<file path="src/rtl/baud_pkg.sv">
package baud_pkg;
  localparam int unsigned CTRL_W  = 8;
  localparam int unsigned DIV_W   = 5;
  localparam int unsigned DIV_MIN = 8;
  localparam logic [CTRL_W-1:0] CTRL_RST = 8'h1F;

  typedef enum logic [1:0] {
    SRC_DIV2  = 2'b00,
    SRC_DIV8  = 2'b01,
    SRC_DIV32 = 2'b10,
    SRC_TIMER = 2'b11
  } src_sel_e;

  typedef struct packed {
    src_sel_e         src;
    logic             rsvd;
    logic [DIV_W-1:0] div;
  } ctrl_t;
endpackage

</file>
<file path="src/rtl/baud_ctrl_reg.sv">
module baud_ctrl_reg
  import baud_pkg::*;
(
  input  logic              clk_i,
  input  logic              rst_ni,
  input  logic              we_i,
  input  logic [CTRL_W-1:0] wdata_i,
  output ctrl_t             ctrl_o,
  output logic              restart_o
);
  ctrl_t ctrl_q;
  logic  accept;

  assign accept    = we_i && (wdata_i[DIV_W-1:0] >= DIV_W'(DIV_MIN));
  assign restart_o = accept;
  assign ctrl_o    = ctrl_q;

  always_ff @(posedge clk_i or negedge rst_ni) begin
    if (!rst_ni) begin
      ctrl_q <= ctrl_t'(CTRL_RST);
    end else if (accept) begin
      ctrl_q.src  <= src_sel_e'(wdata_i[7:6]);
      ctrl_q.rsvd <= 1'b0;
      ctrl_q.div  <= wdata_i[DIV_W-1:0];
    end
  end


  reject_chk: assert property (@(posedge clk_i) disable iff (!rst_ni)
    (we_i && wdata_i[DIV_W-1:0] < DIV_W'(DIV_MIN)) |=> $stable(ctrl_q));


  load_chk: assert property (@(posedge clk_i) disable iff (!rst_ni)
    accept |=> (ctrl_q.div == $past(wdata_i[DIV_W-1:0])) &&
               (ctrl_q.src == src_sel_e'($past(wdata_i[7:6]))) && !ctrl_q.rsvd);


  div_legal_chk: assert property (@(posedge clk_i) disable iff (!rst_ni)
    ctrl_q.div >= DIV_W'(DIV_MIN));
endmodule

</file>
<file path="src/rtl/baud_prescaler.sv">
module baud_prescaler
  import baud_pkg::*;
#(
  parameter int unsigned SH_A = 1,
  parameter int unsigned SH_B = 3,
  parameter int unsigned SH_C = 5
) (
  input  logic     clk_i,
  input  logic     rst_ni,
  input  logic     en_i,
  input  logic     restart_i,
  input  src_sel_e src_i,
  input  logic     tmr_i,
  output logic     tick_o
);
  localparam int unsigned CNT_W = SH_C;
  localparam int unsigned NTAP  = 3;
  localparam int unsigned SHIFTS [NTAP] = '{SH_A, SH_B, SH_C};

  logic [CNT_W-1:0] cnt_q;
  logic [NTAP-1:0]  tap;
  logic [1:0]       sync_q;
  logic             prev_q;
  logic             tmr_edge;

  always_ff @(posedge clk_i or negedge rst_ni) begin
    if (!rst_ni)                cnt_q <= '0;
    else if (!en_i || restart_i) cnt_q <= '0;
    else                         cnt_q <= cnt_q + 1'b1;
  end

  // tap g fires when the low SHIFTS[g] bits are all ones
  for (genvar g = 0; g < NTAP; g++) begin : g_tap
    assign tap[g] = &cnt_q[SHIFTS[g]-1:0];
  end

  always_ff @(posedge clk_i or negedge rst_ni) begin
    if (!rst_ni) begin
      sync_q <= '0;
      prev_q <= 1'b0;
    end else begin
      sync_q <= {sync_q[0], tmr_i};
      prev_q <= sync_q[1];
    end
  end

  assign tmr_edge = sync_q[1] & ~prev_q;

  always_comb begin
    unique case (src_i)
      SRC_DIV2:  tick_o = tap[0];
      SRC_DIV8:  tick_o = tap[1];
      SRC_DIV32: tick_o = tap[2];
      default:   tick_o = tmr_edge;
    endcase
    if (!en_i) tick_o = 1'b0;
  end


  tick_gap_chk: assert property (@(posedge clk_i) disable iff (!rst_ni)
    (tick_o && !restart_i) |=> !tick_o);
endmodule

</file>
<file path="src/rtl/baud_divider.sv">
module baud_divider #(
  parameter int unsigned DIV_W = 5
) (
  input  logic             clk_i,
  input  logic             rst_ni,
  input  logic             en_i,
  input  logic             restart_i,
  input  logic             base_tick_i,
  input  logic [DIV_W-1:0] div_i,
  output logic             pulse_o
);
  logic [DIV_W-1:0] cnt_q;
  logic             pulse_q;
  logic             last;

  assign last    = cnt_q >= DIV_W'(div_i - 1'b1);
  assign pulse_o = pulse_q;

  always_ff @(posedge clk_i or negedge rst_ni) begin
    if (!rst_ni) begin
      cnt_q   <= '0;
      pulse_q <= 1'b0;
    end else if (!en_i || restart_i) begin
      cnt_q   <= '0;
      pulse_q <= 1'b0;
    end else if (base_tick_i) begin
      cnt_q   <= last ? '0 : cnt_q + 1'b1;
      pulse_q <= last;
    end else begin
      pulse_q <= 1'b0;
    end
  end


  pulse_single_chk: assert property (@(posedge clk_i) disable iff (!rst_ni)
    pulse_q |=> !pulse_q);


  cnt_bound_chk: assert property (@(posedge clk_i) disable iff (!rst_ni)
    cnt_q < div_i);
endmodule

</file>
<file path="src/rtl/baud_clk_gen.sv">
module baud_clk_gen
  import baud_pkg::*;
(
  input  logic        clk_i,
  input  logic        rst_ni,
  input  logic        en_i,
  input  logic        reg_we_i,
  input  logic [7:0]  reg_wdata_i,
  output logic [7:0]  reg_rdata_o,
  input  logic        tmr_i,
  output logic        baud_tick_o
);
  ctrl_t ctrl;
  logic  restart;
  logic  base_tick;

  baud_ctrl_reg u_reg (
    .clk_i     (clk_i),
    .rst_ni    (rst_ni),
    .we_i      (reg_we_i),
    .wdata_i   (reg_wdata_i),
    .ctrl_o    (ctrl),
    .restart_o (restart)
  );

  baud_prescaler u_pre (
    .clk_i     (clk_i),
    .rst_ni    (rst_ni),
    .en_i      (en_i),
    .restart_i (restart),
    .src_i     (ctrl.src),
    .tmr_i     (tmr_i),
    .tick_o    (base_tick)
  );

  baud_divider #(.DIV_W(DIV_W)) u_div (
    .clk_i       (clk_i),
    .rst_ni      (rst_ni),
    .en_i        (en_i),
    .restart_i   (restart),
    .base_tick_i (base_tick),
    .div_i       (ctrl.div),
    .pulse_o     (baud_tick_o)
  );

  assign reg_rdata_o = ctrl;


  en_gate_chk: assert property (@(posedge clk_i) disable iff (!rst_ni)
    !en_i |=> !baud_tick_o);
endmodule

</file>
<file path="config.mk">
export PLATFORM = sky130hd
export DESIGN_NAME = baud_clk_gen
export DESIGN_NICKNAME = d
export VERILOG_FILES = /design/src/rtl/baud_pkg.sv /design/src/rtl/baud_ctrl_reg.sv /design/src/rtl/baud_prescaler.sv /design/src/rtl/baud_divider.sv /design/src/rtl/baud_clk_gen.sv
export SDC_FILE = /design/constraint.sdc
export NUM_CORES = 1
export LEC_CHECK = 0
export BUFFER_PORTS_ARGS = -buffer_cell sky130_fd_sc_hd__buf_2
export CAP_MARGIN = 10
export CORE_MARGIN = 4
export CORE_UTILIZATION = 40
export DETAILED_ROUTE_END_ITERATION = 16
export GPL_TIMING_DRIVEN = 0
export RECOVER_POWER = 50
export SLEW_MARGIN = 20
export SYNTH_ARGS = -nofsm -noshare
export SYNTH_HDL_FRONTEND = slang
export SYNTH_HIERARCHICAL = 1
export SYNTH_SLANG_ARGS = --single-unit
export TNS_END_PERCENT = 10
</file>
<file path="constraint.sdc">
create_clock -name clk_i -period 3.4 [get_ports clk_i]
set_clock_uncertainty 0.15 [all_clocks]
set_input_delay 0.34 -clock clk_i [delete_from_list [all_inputs] [get_ports clk_i]]
set_output_delay 0.34 -clock clk_i [all_outputs]
set_load 0.02 [all_outputs]
</file>
Yosys cells after proc, flatten, opt, wreduce, memory -nomap -nowiden
Index checks and enable logic that the tools add are counted.
Storage, ports and cells
  bits in registers: 21
  input port bits: 13
  output and inout bits: 9
Cells by class
  $add $sub $neg: 3
  order comparisons: 2
  eq/ne operators: 2
  multiplexer cells: 8
  bitwise gates (word level): 2
  reductions and logical operators: 7
Operators with widths (number)
  $mux W5: 4
  $add A5 B1 Y5 const B: 2
  $ge A5 B4 Y1 const B: 1
  $ge A5 B5 Y1: 1
  $reduce_and A5 Y1: 1
  $sub A5 B1 Y5 const B: 1
  $mux W1: 3
  $pmux W1 S3: 1
  $reduce_and A3 Y1: 1
  $eq A2 B1 Y1 const B: 1
  $eq A2 B2 Y1 const B: 1
  $logic_not A2 Y1: 1
  $reduce_bool A2 Y1: 1
  $and A1 B1 Y1: 1
  $logic_and A1 B1 Y1: 1
  $logic_not A1 Y1: 1
  $logic_or A1 B1 Y1: 1
  $not A1 Y1: 1

Longest topological paths before layout
  depth after elaboration: 6
  mapped depth: 9
  gate-level depth less buffers: 9

Hierarchy
The synthesis kept the hierarchy.
Modules (own cells, without submodules)
  baud_divider: instances 1, cells an instance 56, area an instance 515.5 µm², sequential area each 150.1 µm²
  baud_prescaler: instances 1, cells an instance 24, area an instance 331.6 µm², sequential area each 200.2 µm²
  baud_ctrl_reg: instances 1, cells an instance 20, area an instance 315.3 µm², sequential area each 181.4 µm²

Worst setup path after synthesis
Ideal clock, no wire load.
  path kind: register to register
  start point: register u_pre.cnt_q[0]
  end point: register u_div.cnt_q[3]
  setup time: 0.127 ns
  arrival time: 2.090 ns
  data required time: 3.123 ns
  path slack: 1.033 ns
  stages on the path, launching flop included: 10
  path buffers: 0
  clock period less this slack: 2.367 ns
  cells stage by stage: dfrtp_1 -> ha_1 -> and3_1 -> ha_1 -> mux4_2 -> and2_1 -> nor2b_1 -> mux2_1 -> o211ai_1 -> a21oi_1
On the way
  longest elaborated chain between the ends: 4
  elaborated cells on any way between the ends: 5
  those cells by class: 2 x mux; 3 x reduce/logical
Ends and longest elaborated chain
  start: declaration: RTL line baud_prescaler.sv:20  | logic [CNT_W-1:0] cnt_q;
  start signal: assignment: RTL line baud_prescaler.sv:29  | else cnt_q <= cnt_q + 1'b1;
  $reduce_and A5 Y1 or $reduce_and A3 Y1 (tied branches): RTL line baud_prescaler.sv:34  | assign tap[g] = &cnt_q[SHIFTS[g]-1:0];
  $pmux W1 S3 *: RTL line baud_prescaler.sv:50  | unique case (src_i)
  $mux W1 *: RTL line baud_prescaler.sv:56  | if (!en_i) tick_o = 1'b0;
  named net base_tick: RTL line baud_clk_gen.sv:15  | logic base_tick;
  $reduce_bool A2 Y1 (no source line) *
  end signal: assignment: RTL line baud_divider.sv:27  | cnt_q <= last ? '0 : cnt_q + 1'b1;
  end: declaration: RTL line baud_divider.sv:12  | logic [DIV_W-1:0] cnt_q;
The timed path passes the listed nets; every way through them passes the cells marked *.
A chain may end at the register's enable or synchronous reset.

Worst setup path in the final report
Ends and elaborated chain as after synthesis.

==> impl_results.md <==
* Status: completed
* Met2 WL post-DR at 963 um
* Hold Crit Start: reg_wdata_i[7]
* Drt first pass iters at 4
* Io pins at 22
* Yosys cell types at 30
* CP max FO at 5
* Vias/cell at 5.27
* Crit share post-route at 74.6%
* Root Buffer: clkbuf_4
* Final Max Tran Viols at 0
* Fin crit period at 2540 ps
* Share of cells above drive strength 1 at 28.0%
* Worst slew margin at 18.9%
* Maximum VDD drop at 0.000322 V
* Placed Instances at 150
* CP cell instances: ha_1, and3_1, ha_1, mux4_2, and2_1, nor2b_1, mux2_1, o211ai_1, a21oi_1
* Row count at 19
* Sw power at 0.162 mW
* Antenna Violating Nets Remaining at 0
* Maximum clock frequency at 394 MHz
* Slowest-stage cell, CP: mux4_2
* GPL Wtd Cong at 0.804
* Area grow syn2layout at 14.6%
* Non-Filler Instances at 156
* Most frequent cell after synthesis: dfrtp_1
* Initial antenna violation count at 0
* Syn Area/Cell at 11.6 um2
* Worst slew pin tran at 1200 ps
* Setup bufs post-CTS at 0
* WHS Endpoint: u_reg/ctrl_o[7]
* WL met3 at 107 um
* Max Cap Viol at 0
* Gr usage total at 12.7%
* Synth top area cells: dfrtp_1 (34%), dfstp_2 (11%), ha_1 (11%)
* Min-Delay Path Class: in -> reg
* Post-DP HPWL at 1570 um
* Sequential share of power at 53.4%
* Die width at 61.9 um
* RSZ-0062 raised after global routing: false
* Switching Fraction at 30.5%
* Static Leakage at 0.645 nW
* DRC errors left at 0
* Top_reg_cell synth: dfrtp_1
* Pin count of the biggest net entering global routing at 22
* Metal1 wirelength at 981 um
* Vias in the first global route at 829
* WL/cell at 13.4 um
* # clock sinks at 21
* Share of flip-flops with an asynchronous set or reset at 100%
* Reg clk slew, reported paths at 130 ps
* Synthesized instance count at 100
* Hold path depth at 2
* Power Density at 398 mW/mm2
* R2r endpoint: u_div/cnt_q[3]
* Total internal power at 0.369 mW
* Largest area contributor in the netlist: dfrtp_1
* Initial DRC Count at 15
* N_diodes at 0
* Bufs on Longest Clock Path at 2
* Total count of hold-check failures in the final report at 0
* Clock share of power at 23.5%
* Worst path max stage delay at 440 ps
* Arr. time, crit path at 2580 ps
* CORE AREA at 0.00276 mm2
* Endpoints failing setup at 0
* Fin Setup TNS at 0 ps
* CP startpoint kind: register
* Seq/Total Area, Yosys at 45.7%
* Commonest cells in the synthesized netlist: dfrtp_1 (16), ha_1 (10), nand3_1 (7)
* DRT Wirelength at 2090 um
* Synth Cell Area at 0.00116 mm2
* Clk Latency, worst-skew pair at 310 ps
* Grt total ovfl at 0
* Number of synthesized flops with an enable pin at 0
* Via count at 822
* Top sig layer: met4
* Num CTS Buffers at 3
* Top cell type's share of synthesized area at 34.4%
* Die area at 0.00383 mm2
* H-tree depth at 1
* Critical path class: reg -> reg
* Nets at 149
* CP dominant cell by count: ha_1
* Hold slack at 105 ps
* Port buffer count at 19
* Synth Warn # at 6
* Logic gate share of total power at 23.1%
* Starting density of the core at 42.2%
* Element type at the critical path end: register
* Number of cells on the worst reg-to-reg path at 9
* R2r startpoint: u_pre/cnt_q[0]
* Flop and latch count out of synthesis at 21
* Critical path required time at 3450 ps
* Die Height at 61.9 um
* Net Count, Synth at 123
* Global-route wire length before repair at 3550 um
* TritonCTS clock tree: built
* Worst reg2reg setup slack at 860 ps
cell families after synthesis:
group,after synthesis,share of synthesized area (%)
other,1,0.323
XOR/XNOR,4,3.01
multiplexers,7,9.36
flip-flops,21,45.7
AO/OA/AOI/OAI,17,12.9
adder cells (fa/ha/maj),10,10.8
buffers and inverters,7,2.58
AND/OR/NAND/NOR,33,15.3
how the worst max path moves through the flow:
stage                   startpoint        endpoint  slack [ps]  cells after the start
CTS                 u_pre/cnt_q[0]  u_div/cnt_q[3]         850                      9
global route        u_pre/cnt_q[0]  u_div/cnt_q[3]         760                      9
finish              u_pre/cnt_q[0]  u_div/cnt_q[3]         860                      9
floorplan           u_pre/cnt_q[0]  u_div/cnt_q[3]        1030                      9
global placement    u_pre/cnt_q[0]  u_div/cnt_q[3]         890                      9
detailed placement  u_pre/cnt_q[0]  u_div/cnt_q[3]         880                      9
worst max-delay path: cells and delay by family, from the launching register on:
| kind | cells | cell delay, ps |
|---|---|---|
| DFF | 1 | 430 |
| muxes | 2 | 720 |
| AOI/OAI and AO/OA | 2 | 170 |
| adders and majority gates | 2 | 400 |
| and+or+nand+nor | 3 | 560 |
metal layers:
| metal | track usage, % | vias up |
|---|---|---|
| met5 | 0 | - |
| met4 | 6.36 | 0 |
| met3 | 2.07 | 4 |
| met2 | 19.6 | 22 |
| met1 | 17.3 | 390 |
| li1 | - | 406 |
cell type report:
class | instances | area [um2]
buffer | 1 | 7.51
clock buffer | 3 | 22.5
clock inverter | 1 | 7.51
fill | 256 | 1430
inverter | 6 | 22.5
multi-input combinational | 72 | 589
sequential | 21 | 532
tap | 31 | 38.8
timing repair buffer | 21 | 113
cell usage in the layout (no fill, tap or decap), types with 2 or more instances in the layout:
cell type / instances
and3_1: 2
dfrtp_1: 16
nand2b_1: 3
dlygate4sd3_1: 2
dfstp_1: 2
nand2_1: 6
ha_1: 10
clkbuf_1: 2
clkbuf_4: 3
xnor2_1: 3
nor2_1: 2
nor4_1: 2
a22o_2: 2
dfstp_2: 3
nor2b_1: 5
inv_1: 6
and2_1: 4
o2111ai_1: 3
a21oi_1: 3
nand3_1: 7
mux2_4: 5
buf_2: 17
o211ai_1: 4
sequential cells by signal (all words and copies together), names as in the netlist:
name           count
u_pre/prev_q       1
u_div/pulse_o      1
u_pre/cnt_q        5
u_div/cnt_q        5
u_reg/ctrl_o       7
u_pre/sync_q       2
what timing repair did:
action	4_1_cts	5_1_grt
hold buffers	2	0
hold endpoints to repair	17	0
gates resized for setup	0	0
through the flow:
step                cell area, um2  setup WS [ps]  util (%)  power, mW
global placement              1300            890      47.0      0.410
global route                  1330            762      48.3      0.562
floorplan                     1160           1030         -      0.373
CTS                           1350            850      48.8      0.543
detailed placement            1300            876      47.0      0.413
finish                        1330            863      48.3      0.531
power by group through the flow:
stage	logic [mW]	registers, mW	clock network, mW
finish	0.123	0.283	0.125
global route	0.137	0.285	0.140
CTS	0.126	0.284	0.132
detailed placement	0.124	0.289	0
global placement	0.121	0.288	0
floorplan	0.0726	0.301	0
Note: power is estimated with default switching activity, not from simulation.
